`config.mk`:
```
export PLATFORM = sky130hd
export DESIGN_NAME = gpio_bank
export DESIGN_NICKNAME = d
export VERILOG_FILES = /design/src/rtl/gpio_bank_pkg.sv /design/src/rtl/gpio_sync.sv /design/src/rtl/gpio_port.sv /design/src/rtl/gpio_cfg_regs.sv /design/src/rtl/gpio_bank.sv
export SDC_FILE = /design/constraint.sdc
export NUM_CORES = 1
export LEC_CHECK = 0
export ABC_AREA = 1
export BUFFER_PORTS_ARGS = -buffer_cell sky130_fd_sc_hd__buf_2
export CORE_MARGIN = 1
export CORE_UTILIZATION = 40
export DETAILED_ROUTE_END_ITERATION = 12
export HOLD_SLACK_MARGIN = 0.06
export PLACE_DENSITY = 0.76
export SYNTH_ARGS = -nofsm -noshare
export SYNTH_HDL_FRONTEND = slang
export SYNTH_SLANG_ARGS = --single-unit
export TNS_END_PERCENT = 20
```
`constraint.sdc`:
```
create_clock -name clk -period 2.09 [get_ports clk]
set_input_delay 0.1045 -clock clk [delete_from_list [all_inputs] [get_ports clk]]
set_output_delay 0.1045 -clock clk [all_outputs]
set_load 0.02 [all_outputs]
```
`src/rtl/gpio_bank_pkg.sv`:
```
// Package: address map and key shared by the port bank, its checker and bench.
// Assumes NUM_PORTS <= 4 so the per-port configuration windows do not overlap.
package gpio_bank_pkg;
    localparam int FSEL_BASE  = 'h10;
    localparam int PULL_BASE  = 'h14;
    localparam int FILT_ADDR  = 'h18;
    localparam int DRV_ADDR   = 'h19;
    localparam int LOCK_ADDR  = 'h1F;
    localparam logic [7:0] UNLOCK_KEY = 8'h96;
endpackage

```
`src/rtl/gpio_sync.sv`:
```
// Module: two-flop synchronizer for asynchronous pad inputs.
// Assumes each bit is independent; no multi-bit coherency is promised.
module gpio_sync #(
    parameter int W = 8
) (
    input  logic         clk,
    input  logic         rst_n,
    input  logic [W-1:0] d,
    output logic [W-1:0] q
);
    logic [W-1:0] meta_q;

    // Two stages of sampling, cleared by reset.
    always_ff @(posedge clk) begin
        if (!rst_n) begin
            meta_q <= '0;
            q      <= '0;
        end else begin
            meta_q <= d;
            q      <= meta_q;
        end
    end
endmodule

```
`src/rtl/gpio_port.sv`:
```
// Module: one 8-bit port: data latch, direction register and pin muxing.
// Assumes write strobes are already decoded; IMPL marks implemented pins.
module gpio_port #(
    parameter logic [7:0] IMPL = 8'hFF
) (
    input  logic       clk,
    input  logic       rst_n,
    input  logic       wr_data,
    input  logic       wr_dir,
    input  logic [7:0] wdata,
    input  logic [7:0] fsel,
    input  logic [7:0] periph_out,
    input  logic [7:0] periph_oe,
    input  logic [7:0] pin_sync,
    output logic [7:0] pin_out,
    output logic [7:0] pin_oe,
    output logic [7:0] rd_data,
    output logic [7:0] rd_dir
);
    logic [7:0] data_q;
    logic [7:0] dir_q;

    // Store data and direction, dropping unimplemented bits.
    always_ff @(posedge clk) begin
        if (!rst_n) begin
            data_q <= '0;
            dir_q  <= '0;
        end else begin
            if (wr_data) data_q <= wdata & IMPL;
            if (wr_dir)  dir_q  <= wdata & IMPL;
        end
    end

    // Select between port control and peripheral control per pin.
    always_comb begin
        pin_out = ((fsel & periph_out) | (~fsel & data_q)) & IMPL;
        pin_oe  = ((fsel & periph_oe)  | (~fsel & dir_q))  & IMPL;
    end

    assign rd_data = pin_sync & IMPL;
    assign rd_dir  = dir_q;
endmodule

```
`src/rtl/gpio_cfg_regs.sv`:
```
// Module: lock register plus the key-gated pad configuration registers.
// Assumes one bus write per cycle; reads are combinational and never gated.
module gpio_cfg_regs
    import gpio_bank_pkg::*;
#(
    parameter int NUM_PORTS = 4,
    parameter int ADDR_W    = 5
) (
    input  logic                   clk,
    input  logic                   rst_n,
    input  logic                   we,
    input  logic [ADDR_W-1:0]      addr,
    input  logic [7:0]             wdata,
    output logic [7:0]             lock_q,
    output logic [NUM_PORTS*8-1:0] fsel,
    output logic [NUM_PORTS*8-1:0] pull,
    output logic [7:0]             filt,
    output logic [7:0]             drv,
    output logic [7:0]             rd_val
);
    logic open_w;
    assign open_w = (lock_q == UNLOCK_KEY);

    // Lock register: plain storage, never gated.
    always_ff @(posedge clk) begin
        if (!rst_n)                                       lock_q <= '0;
        else if (we && addr == ADDR_W'(LOCK_ADDR))        lock_q <= wdata;
    end

    // Shared configuration bytes, written only while unlocked.
    always_ff @(posedge clk) begin
        if (!rst_n) begin
            filt <= '0;
            drv  <= '0;
        end else if (we && open_w) begin
            if (addr == ADDR_W'(FILT_ADDR)) filt <= wdata;
            if (addr == ADDR_W'(DRV_ADDR))  drv  <= wdata;
        end
    end

    for (genvar p = 0; p < NUM_PORTS; p++) begin : g_port_cfg
        // Per-port select and pull-up bytes, written only while unlocked.
        always_ff @(posedge clk) begin
            if (!rst_n) begin
                fsel[p*8 +: 8] <= '0;
                pull[p*8 +: 8] <= '0;
            end else if (we && open_w) begin
                if (addr == ADDR_W'(FSEL_BASE + p)) fsel[p*8 +: 8] <= wdata;
                if (addr == ADDR_W'(PULL_BASE + p)) pull[p*8 +: 8] <= wdata;
            end
        end
    end

    // Readback of every configuration byte; zero when no address matches.
    always_comb begin
        rd_val = '0;
        if (addr == ADDR_W'(LOCK_ADDR)) rd_val = lock_q;
        if (addr == ADDR_W'(FILT_ADDR)) rd_val = filt;
        if (addr == ADDR_W'(DRV_ADDR))  rd_val = drv;
        for (int p = 0; p < NUM_PORTS; p++) begin
            if (addr == ADDR_W'(FSEL_BASE + p)) rd_val = fsel[p*8 +: 8];
            if (addr == ADDR_W'(PULL_BASE + p)) rd_val = pull[p*8 +: 8];
        end
    end
endmodule

```
`src/rtl/gpio_bank.sv`:
```
// Module: top of the port bank: bus decode, read mux, ports and config.
// Assumes a single-cycle write strobe and an address held for reads.
module gpio_bank
    import gpio_bank_pkg::*;
#(
    parameter int                     NUM_PORTS = 4,
    parameter int                     ADDR_W    = 5,
    parameter logic [NUM_PORTS*8-1:0] IMPL_MASK = 32'h3FFF_0FFF
) (
    input  logic                   clk,
    input  logic                   rst_n,
    input  logic [ADDR_W-1:0]      bus_addr,
    input  logic                   bus_we,
    input  logic [7:0]             bus_wdata,
    output logic [7:0]             bus_rdata,
    input  logic [NUM_PORTS*8-1:0] pin_in,
    output logic [NUM_PORTS*8-1:0] pin_out,
    output logic [NUM_PORTS*8-1:0] pin_oe,
    input  logic [NUM_PORTS*8-1:0] periph_out,
    input  logic [NUM_PORTS*8-1:0] periph_oe,
    output logic [NUM_PORTS*8-1:0] cfg_fsel,
    output logic [NUM_PORTS*8-1:0] cfg_pull,
    output logic [7:0]             cfg_filt,
    output logic [7:0]             cfg_drv
);
    localparam int PIN_W = NUM_PORTS * 8;

    logic [PIN_W-1:0]              pin_sync;
    logic [7:0]                    lock_q;
    logic [7:0]                    cfg_rd;
    logic [NUM_PORTS-1:0][7:0]     port_rd_data;
    logic [NUM_PORTS-1:0][7:0]     port_rd_dir;

    gpio_sync #(.W(PIN_W)) u_sync (
        .clk   (clk),
        .rst_n (rst_n),
        .d     (pin_in),
        .q     (pin_sync)
    );

    gpio_cfg_regs #(.NUM_PORTS(NUM_PORTS), .ADDR_W(ADDR_W)) u_cfg (
        .clk    (clk),
        .rst_n  (rst_n),
        .we     (bus_we),
        .addr   (bus_addr),
        .wdata  (bus_wdata),
        .lock_q (lock_q),
        .fsel   (cfg_fsel),
        .pull   (cfg_pull),
        .filt   (cfg_filt),
        .drv    (cfg_drv),
        .rd_val (cfg_rd)
    );

    for (genvar p = 0; p < NUM_PORTS; p++) begin : g_port
        logic wr_data_w;
        logic wr_dir_w;
        assign wr_data_w = bus_we && (bus_addr == ADDR_W'(2*p));
        assign wr_dir_w  = bus_we && (bus_addr == ADDR_W'(2*p + 1));

        gpio_port #(.IMPL(IMPL_MASK[p*8 +: 8])) u_port (
            .clk        (clk),
            .rst_n      (rst_n),
            .wr_data    (wr_data_w),
            .wr_dir     (wr_dir_w),
            .wdata      (bus_wdata),
            .fsel       (cfg_fsel[p*8 +: 8]),
            .periph_out (periph_out[p*8 +: 8]),
            .periph_oe  (periph_oe[p*8 +: 8]),
            .pin_sync   (pin_sync[p*8 +: 8]),
            .pin_out    (pin_out[p*8 +: 8]),
            .pin_oe     (pin_oe[p*8 +: 8]),
            .rd_data    (port_rd_data[p]),
            .rd_dir     (port_rd_dir[p])
        );
    end

    // Read mux: port registers first, configuration readback otherwise.
    always_comb begin
        bus_rdata = cfg_rd;
        for (int p = 0; p < NUM_PORTS; p++) begin
            if (bus_addr == ADDR_W'(2*p))     bus_rdata = port_rd_data[p];
            if (bus_addr == ADDR_W'(2*p + 1)) bus_rdata = port_rd_dir[p];
        end
    end
endmodule

```
==> run_results.csv, run 1 <==
group,metric,value,unit
synth,synth_cell_type_count,30,
critical_path,path_class,"flop to output port",
grt,grt_max_degree,79,
grt,grt.overflow.total,0,
power,power_density,701,nW/µm²
sta,fmax,464,MHz
finish,syn2layout_area_growth,29.2,%
floorplanning,die_w,146,µm
clocking,clock_path_buffers,2,
placed_design,preCtsSetupSlack,0.0819,ns
power,p_leak,5.35,nW
finish,diodes,0,
placed_design,dp_hpwl,20100,µm
run_status,status,"complete, but fails checks",
placed_design,port_buffers,233,
floorplanning,num_rows,52,
synth,seq_area_frac_synth,46.1,%
route,avgRoutedWirePerCell,15.6,µm
power,p_sw,1.93,mW
route,ant_nets,0,
sta,rsz0062_at_grt,"true",
clocking,cts_tree,"done",
power,switching_share,25.6,%
hold_path,min_from,"rst_n",
grt,grt_usage,25.8,%
run_status,violations,"negative setup slack",
placed_design,gp_congestion,0.940,
route,vias_per_cell,4.92,
clocking,clkLatencyLatePin,0.44,ns
placed_design,dp.cells,1711,
power,p_seq_share,49.4,%
route,drt-pass1-iter-count,6,
sta,hold_viol_final,0,
finish,layout.cells.non_filler,1770,
synth,syn_area_per_cell,6.85,µm²
finish,drive_gt1_share,22.5,%
power,power_frac_comb,7.4,%
sta,finalCriticalPeriod,2.15,ns
floorplanning,io_pins,264,
critical_path,worstSetupStartpointType,"flop",
floorplanning,die_h,146,µm
route,dr_total_vias,8711,
floorplanning,start_util,41.0,%
sta,final_max_slew_viol_count,0,
sta,worst_pin_slew,0.609,ns
route,wirelength,27700,µm
finish,regArea,3850,µm²
synth,synth.largest_area_cell,"dfxtp_1",
grt,antenna_found_initial,0,
sta,setup_viol,4,
hold_path,hold_class,"primary input to flop",
clocking,htree_levels,4,
finish,nets,1599,
critical_path,cp_max_fo,2,
finish,fin_util,52.9,%
floorplanning,core-area,20400,µm²
route,drt-initial-drc-count,638,
finish,multi_input_area,3680,µm²
synth,ys_seq_elements,192,
critical_path,worstReg2RegStart,"u_cfg.lock_q[1]$_SDFFE_PN0P_",
synth,ys_warn_count,0,
sta,fin_crit_sh,103,%
placed_design,place_area,9910,µm²
power,p_int,5.62,mW
clocking,clkSinkCount,192,
floorplanning,die-area,21400,µm²
route,drc_errors,0,
critical_path,cp.arrival,2.05,ns
power,ir_drop,562,µV
finish,final_cell_mix,"nand2_1 (258), buf_2 (231), dfxtp_1 (190)",
critical_path,crit_start,"u_cfg.filt[5]$_SDFFE_PN0P_",
job,max_cap_viol_count,0,
synth,synth.cell_area,8340,µm²
critical_path,required,1.99,ns
synth,syn_inst,1219,
finish,final_common_cell,"nand2_1",
sta,timing.slew.headroom,59.4,%
synth,yosysTopAreaCellShare,46.1,%
finish,final_cell_area,10800,µm²
sta,fin_worst_skew,0.0126,ns
critical_path,end_kind,"output port",
sta,fin_ws,-0.0635,ns
grt,grt_pass1_wl,42300,µm
power,clkPwrFrac,43.2,%
clocking,clk_pin_slew,0.07,ns
clocking,cts_root_buf,"clkbuf_16",
clocking,cts_buffers,17,
grt,grt_pass1_vias,7899,
power,total_power,7.56,mW
synth,synth_area_leaders,"dfxtp_1 (46%), nand2_1 (12%), o21ai_0 (11%)",
finish,nFillCells,1968,
[repair_timing]
action / in CTS / in global routing
resized for setup: 6 / 3
hold endpoints to repair: 26 / 0
endpoints found under the setup margin: 6 / 8
hold buffers: 26 / 0
setup buffers: 1 / 0
pin swaps: 3 / 3
[Yosys cell counts (all sizes together)]
library cell / count
nand4: 15
nand2: 265
nand3: 41
or2: 12
clkinv: 4
o2111ai: 1
dfxtp: 192
nor3: 5
conb: 1
o21ai: 189
and2: 1
a21oi: 86
nor2: 189
o31ai: 1
buf: 21
clkbuf: 33
inv: 162
o211ai: 1
[power by group through the flow]
stage	logic (mW)	clock network (mW)	registers, mW
6_report	0.560	3.26	3.74
5_1_grt	0.613	3.44	3.74
4_1_cts	0.551	3.30	3.73
3_5_place_dp	0.510	0	3.82
3_3_place_gp	0.509	0	3.82
2_1_floorplan	0.303	0	3.81
[per-stage QoR]
step           hold WS [ns]  TNS, ns
2_1_floorplan         0.202        0
3_3_place_gp          0.289        0
3_5_place_dp          0.289        0
4_1_cts              0.0826   -0.212
5_1_grt               0.115    -1.28
6_report             0.0940   -0.129
[critical path, stage by stage, from the launching register on]
cell	delay, ns
dfxtp_2	0.33
o211ai_1	0.22
nand2_1	0.11
nand2_1	0.07
nand2_1	0.04
nand2_1	0.08
nand4_1	0.08
nand2_1	0.07
nand3_1	0.06
nand2_1	0.09
nand2_2	0.07
nand2_1	0.07
nand2_1	0.05
nand2_1	0.07
nand3_2	0.08
buf_6	0.14
[routing by layer]
metal	share of wire, %	track usage [%]	vias up
li1	-	-	4368
met1	41	31.9	3866
met2	48	43.8	415
met3	8.1	5.56	62
met4	3.0	9.95	0
met5	0	0	-
[layout make-up]
| cell class | count | area share (%) |
|---|---|---|
| flip-flops and latches | 192 | 35.7 |
| repair buffers | 292 | 15.8 |
| clock inverters | 15 | 1.52 |
| multi-input cells | 818 | 34.1 |
| clock buffers | 17 | 3.95 |
| inverters | 166 | 5.78 |
| well taps | 270 | 3.13 |
[state kept, by name, summed over array words and instances (netlist names)]
name / cells
g_port.u_port.data_q: 26
u_sync.meta_q: 26
u_cfg.filt: 8
g_port.u_port.rd_dir: 26
u_cfg.pull: 32
u_cfg.drv: 8
u_cfg.lock_q: 8
u_sync.q: 26
u_cfg.fsel: 32
[final timing paths]
check,cells after the start,slack (ns),endpoint
max reg2reg,8,0.25,u_cfg.drv[3]$_SDFFE_PN0P_
max,15,-0.06,bus_rdata[5]
min reg2reg,2,0.41,u_sync.q[18]$_SDFF_PN0_
min,3,0.09,g_port[0].u_port.data_q[6]$_SDFFE_PN0P_
[kinds of logic after synthesis]
| family | Yosys count | share of synthesized area, % |
|---|---|---|
| flops | 192 | 46.1 |
| buf+inv | 220 | 10.5 |
| other cells | 1 | 0.0449 |
| simple gates | 528 | 26.6 |
| compound gates | 278 | 16.8 |
Note: power is estimated with default switching activity, not from simulation.
==> run 2: changes to the inputs <==
- PLACE_DENSITY: 0.76 -> 0.74
- SYNTH_HIERARCHICAL: not set -> 1
- TNS_END_PERCENT: 20 -> 30
==> run 2 against run 1 <==
  * The flow still finishes with violations (negative setup slack)
  * Non-clock buffer count up 31
  * Count of clock-buffer cells in the layout up 2
  * Hold slack better by 0.063 ns
  * Worst setup slack got worse by 0.30 ns
  * Register-to-register slack better by 0.14 ns
  * Combinational power grew 19%
  * Total power up 3.8%
  * Via count grew 9.3%
  * Largest cell class is now multi-input gates
  * Highest routed layer unchanged
==> run_results.csv, run 2 <==
group,metric,value,unit
hold_path,hold_class,"primary input to flop",
grt,grt_max_degree,62,
power,p_seq_share,47.7,%
sta,worst_pin_slew,0.526,ns
sta,timing.slew.headroom,64.9,%
critical_path,regToRegSetupSlack,0.39,ns
floorplanning,core-area,23500,µm²
clocking,htree_levels,4,
synth,ys_warn_count,6,
critical_path,path_class,"flop to output port",
floorplanning,die_h,157,µm
route,vias_per_cell,4.71,
hold_path,min_from,"bus_wdata[7]",
clocking,clk_pin_slew,0.08,ns
floorplanning,die-area,24500,µm²
sta,fin_crit_sh,118,%
power,clkPwrFrac,43.8,%
placed_design,dp_hpwl,21400,µm
route,drt-initial-drc-count,759,
power,power_frac_comb,8.5,%
grt,antenna_found_initial,1,
critical_path,required,1.99,ns
finish,reg_top3,"u_cfg/fsel x32, u_cfg/pull x32",
grt,grt_pass1_wl,43900,µm
finish,final_cell_area,12000,µm²
placed_design,port_buffers,233,
placed_design,gp_congestion,0.934,
placed_design,place_area,10900,µm²
grt,grt_pass1_vias,8436,
route,dr_total_vias,9522,
finish,syn2layout_area_growth,25.1,%
sta,fin_worst_skew,0.00958,ns
hold_path,min_path_cells,3,
synth,synth.cell_area,9560,µm²
route,avgRoutedWirePerCell,14.5,µm
route,drt-pass1-iter-count,5,
floorplanning,die_w,157,µm
placed_design,preCtsSetupSlack,-0.210,ns
critical_path,worstReg2RegStart,"u_cfg/lock_q[3]$_SDFFE_PN0P_",
run_status,status,"complete, but fails checks",
finish,final_common_cell,"nand2_1",
power,total_power,7.85,mW
power,p_leak,5.87,nW
floorplanning,start_util,40.7,%
job,max_cap_viol_count,0,
run_status,violations,"negative setup slack",
floorplanning,io_pins,264,
route,drc_errors,0,
synth,syn_inst,1430,
sta,rsz0062_at_grt,"true",
sta,fin_ws,-0.368,ns
sta,finalCriticalPeriod,2.46,ns
sta,setup_viol,8,
route,ant_nets,0,
finish,final_cell_mix,"nand2_1 (314), nor2_1 (278), buf_2 (227)",
grt,grt_usage,23.7,%
power,ir_drop,418,µV
clocking,cts_root_buf,"clkbuf_16",
finish,nFillCells,2344,
power,power_density,656,nW/µm²
clocking,clkSinkCount,192,
power,switching_share,25.4,%
finish,drive_gt1_share,26.4,%
route,wirelength,29400,µm
critical_path,reg2reg_to,"u_cfg/drv[4]$_SDFFE_PN0P_",
sta,fmax,407,MHz
clocking,clkLatencyLatePin,0.43,ns
finish,nets,1802,
clocking,cts_buffers,17,
sta,hold_viol_final,0,
critical_path,cp.arrival,2.35,ns
critical_path,worstSetupStartpointType,"flop",
critical_path,reg2reg_depth,9,
clocking,clock_path_buffers,2,
hold_path,hold_end,"u_cfg/pull[23]$_SDFFE_PN0P_",
grt,grt.overflow.total,0,
power,p_int,5.85,mW
clocking,cts_tree,"done",
critical_path,end_kind,"output port",
floorplanning,num_rows,56,
sta,final_max_slew_viol_count,0,
synth,syn_area_per_cell,6.69,µm²
power,p_sw,2.00,mW
critical_path,cp_max_fo,3,
==> run 2: routing by layer <==
metal | wire [µm] | up-vias | track usage, %
li1 | - | 4817 | -
met4 | 842 | 0 | 9.66
met5 | 0 | - | 0
met1 | 12400 | 4262 | 29.5
met2 | 14300 | 390 | 41.1
met3 | 1890 | 53 | 3.05
==> run 2: stage by stage <==
step,util [%],TNS (ns),std cells,hold WS [ns]
CTS,50.6,-2.25,2020,0.145
global route,51.0,-3.60,2023,0.169
global placement,46.5,-1.02,1958,0.291
detailed placement,46.5,-1.37,1958,0.288
finish,51.0,-2.23,2023,0.157
floorplan,-,0,1452,0.202
==> run 2: cell type report <==
| type | count | area (µm²) | share of cell area, % |
|---|---|---|---|
| Antenna cell | 1 | 2.50 | 0.0209 |
| Clock buffer | 19 | 453 | 3.79 |
| Clock inverter | 13 | 169 | 1.41 |
| Inverter | 199 | 754 | 6.31 |
| Multi-Input combinational cell | 957 | 4340 | 36.3 |
| Sequential cell | 192 | 3860 | 32.3 |
| Tap cell | 319 | 399 | 3.34 |
| Timing Repair Buffer | 323 | 1990 | 16.6 |
==> run 2: how the worst max path moves through the flow <==
stage                                     startpoint      endpoint  slack (ns)
final                      u_cfg/drv[3]$_SDFFE_PN0P_  bus_rdata[3]       -0.37
after global routing      u_cfg/filt[3]$_SDFFE_PN0P_  bus_rdata[3]       -0.50
after CTS                  u_cfg/drv[1]$_SDFFE_PN0P_  bus_rdata[1]       -0.33
after detailed placement                 bus_addr[3]  bus_rdata[0]       -0.21
after global placement                   bus_addr[3]  bus_rdata[7]       -0.17
after floorplan                          bus_addr[3]  bus_rdata[4]        0.31
==> run 2: critical path: stages (launching register included) <==
cell and delay [ns]:
dfxtp_2 0.34, nand3_2 0.07, nand3_2 0.08, nor2_2 0.14
nand4_1 0.14, nor2_1 0.17, nand4_1 0.12, nand2_1 0.08
nand3_1 0.08, nand3_1 0.08, nand2_1 0.06, nand2_1 0.05
nand2_1 0.05, nand2_1 0.07, nand3_1 0.06, nand3_1 0.10
nand2_1 0.08, buf_6 0.14
==> run 2: timing repair <==
item | in CTS | in global routing
hold endpoints to repair | 26 | 0
hold buffers | 26 | 0
pin swaps | 12 | 24
endpoints found under the setup margin | 8 | 8
resized for setup | 26 | 18
buffers inserted | 4 | 2
==> run 2: power groups by stage <==
| stage | clock network, mW | registers, mW | logic (mW) |
|---|---|---|---|
| finish | 3.43 | 3.74 | 0.667 |
| global route | 3.63 | 3.75 | 0.736 |
| CTS | 3.47 | 3.74 | 0.657 |
| detailed placement | 0 | 3.83 | 0.611 |
| global placement | 0 | 3.83 | 0.602 |
| floorplan | 0 | 3.82 | 0.434 |
==> run 3: changes to the inputs <==
- CELL_PAD_IN_SITES_DETAIL_PLACEMENT: not set -> 1
- CELL_PAD_IN_SITES_GLOBAL_PLACEMENT: not set -> 2
- CORE_UTILIZATION: 40 -> 28
- PLACE_DENSITY: 0.74 -> 0.91
==> run 3 against run 2 <==
  * The flow still finishes with violations (negative setup slack)
  * Global-route usage fell by 3.8 points
  * Final cell count rose by 6.4%
  * Die area rose by 42%
  * Total power fell by 0.21%
  * Clock skew barely moved
  * Largest cell class unchanged
==> run_results.csv, run 3 (synthesized netlist as in run 2, its figures left out) <==
group,metric,value,unit
job,max_cap_viol_count,0,
placed_design,dp_hpwl,26200,µm
placed_design,place_area,11100,µm²
clocking,clock_path_buffers,2,
hold_path,min_path_cells,3,
power,ir_drop,538,µV
finish,multi_input_area,4370,µm²
sta,finalCriticalPeriod,2.45,ns
sta,fmax,409,MHz
grt,grt_pass1_wl,53600,µm
clocking,clkSinkCount,192,
sta,fin_worst_skew,0.00912,ns
sta,final_max_slew_viol_count,0,
grt,grt_usage,19.9,%
sta,finalSetupTns,-2.39,ns
hold_path,hold_class,"primary input to flop",
critical_path,reg2reg_depth,7,
critical_path,crit_chain,"nand3_2 > nand3_2 > nor2_2 > nand4_1 > nor2_2 > nand4_1 > inv_1 > nand2_1 > nand3_2 > nand3_2 > o211ai_2 > nand3_1 > nand2_1 > nand2_1 > nand2_2 > nand2_2 > buf_6",
clocking,cts_tree,"done",
floorplanning,die_h,187,µm
sta,fin_crit_sh,117,%
grt,grt_max_degree,89,
critical_path,cp.depth,17,
sta,timing.slew.headroom,61.8,%
grt,met1_usage,24.9,%
floorplanning,die-area,34900,µm²
finish,final_cell_area,12200,µm²
finish,fin_util,36.3,%
placed_design,port_buffers,233,
hold_path,min_from,"bus_we",
sta,fin_ws,-0.357,ns
finish,final_cell_mix,"nand2_1 (312), nor2_1 (276), buf_2 (226)",
critical_path,regToRegSetupSlack,0.34,ns
finish,regArea,3870,µm²
power,power_density,644,nW/µm²
critical_path,crit_family,"simple AND/OR/NAND/NOR gates",
route,avgRoutedWirePerCell,16.2,µm
sta,setup_viol,8,
sta,worst_pin_slew,0.573,ns
clocking,htree_levels,4,
grt,gr-usage-met3,3.48,%
finish,nets,1801,
finish,final_common_cell,"nand2_1",
critical_path,required,1.99,ns
grt,grt.overflow.total,0,
floorplanning,io_pins,264,
power,p_leak,5.87,nW
critical_path,cpMaxStageDelayCell,"dfxtp_2",
critical_path,cp.buffers_inverters,2,
placed_design,preCtsSetupSlack,-0.334,ns
run_status,violations,"negative setup slack",
route,drt-pass1-iter-count,4,
critical_path,cp_common_cell,"nand3_2",
run_status,status,"complete, but fails checks",
sta,rsz0062_at_grt,"true",
grt,top_usage_layer,"met2",
critical_path,cp_max_fo,3,
route,drt-initial-drc-count,521,
finish,drive_gt1_share,26.6,%
route,vias_per_cell,4.45,
grt,grt_pass1_vias,9554,
critical_path,cpPeakStageDelay,0.34,ns
clocking,cts_buffers,17,
clocking,clkLatencyLatePin,0.45,ns
grt,use_met2,34.2,%
route,dr_total_vias,9569,
route,wirelength,34800,µm
finish,reg_top3,"u_cfg/fsel x32, u_cfg/pull x32",
floorplanning,start_util,28.5,%
route,drc_errors,0,
critical_path,worstReg2RegStart,"u_cfg/lock_q[0]$_SDFFE_PN0P_",
finish,nFillCells,4355,
critical_path,end_kind,"output port",
finish,syn2layout_area_growth,27.1,%
placed_design,gp_congestion,0.880,
floorplanning,num_rows,67,
grt,antenna_found_initial,2,
critical_path,cp.arrival,2.34,ns
clocking,cts_root_buf,"clkbuf_16",
critical_path,worstSetupStartpointType,"flop",
floorplanning,die_w,187,µm
clocking,clk_pin_slew,0.07,ns
route,ant_nets,0,
critical_path,path_class,"flop to output port",
critical_path,reg2reg_to,"u_cfg/drv[5]$_SDFFE_PN0P_",
floorplanning,core-area,33500,µm²
sta,hold_viol_final,0,
hold_path,hold_end,"u_cfg/lock_q[7]$_SDFFE_PN0P_",
==> run 3: worst register-to-register path, delay by kind of cell (launching register included) <==
kind | cells | cell delay, ns
compound gates | 1 | 0.29
flops | 1 | 0.34
buf+inv | 2 | 0.38
simple gates | 4 | 0.64
==> run 3: what timing repair did <==
item                                    CTS  global route
hold buffers                             27             0
gates cloned                              0             0
gates resized for setup                  32            22
buffers inserted                          3             2
pin swaps                                 6            16
endpoints found under the setup margin    8             8
endpoints found under the hold margin    48             0
==> run 3: layout make-up <==
class | count | share of cell area (%)
Antenna cell | 2 | 0.0412
Clock buffer | 17 | 3.50
Clock inverter | 15 | 1.50
Inverter | 199 | 6.21
Multi-Input combinational cell | 957 | 35.9
Sequential cell | 192 | 31.8
Tap cell | 448 | 4.61
Timing Repair Buffer | 322 | 16.4
==> run 3: metrics by stage <==
step	power, mW	hold slack (ns)	std cells
2_1_floorplan	4.25	0.202	1452
4_1_cts	7.91	0.146	2148
3_3_place_gp	4.45	0.292	2086
3_5_place_dp	4.46	0.293	2086
6_report	7.83	0.160	2152
5_1_grt	8.13	0.179	2152
==> run 3: worst max-delay path by stage <==
| stage | startpoint | endpoint | slack [ns] |
|---|---|---|---|
| floorplan | bus_addr[3] | bus_rdata[4] | 0.31 |
| global placement | bus_addr[3] | bus_rdata[0] | -0.26 |
| detailed placement | bus_addr[3] | bus_rdata[3] | -0.33 |
| CTS | u_cfg/filt[7]$_SDFFE_PN0P_ | bus_rdata[7] | -0.38 |
| global route | u_cfg/lock_q[0]$_SDFFE_PN0P_ | bus_rdata[0] | -0.51 |
| finish | u_cfg/lock_q[0]$_SDFFE_PN0P_ | bus_rdata[0] | -0.36 |
==> run 3: routing by layer <==
layer / wire length (µm) / vias to the layer above
met5: 0 / -
met4: 816 / 0
met3: 1540 / 48
met2: 17000 / 242
met1: 15500 / 4445
li1: - / 4834
==> run 3: where the power goes <==
group	internal (mW)	total, mW	switching, mW
combinational	0.251	0.686	0.435
sequential	3.71	3.74	0.0292
clock	1.73	3.40	1.67
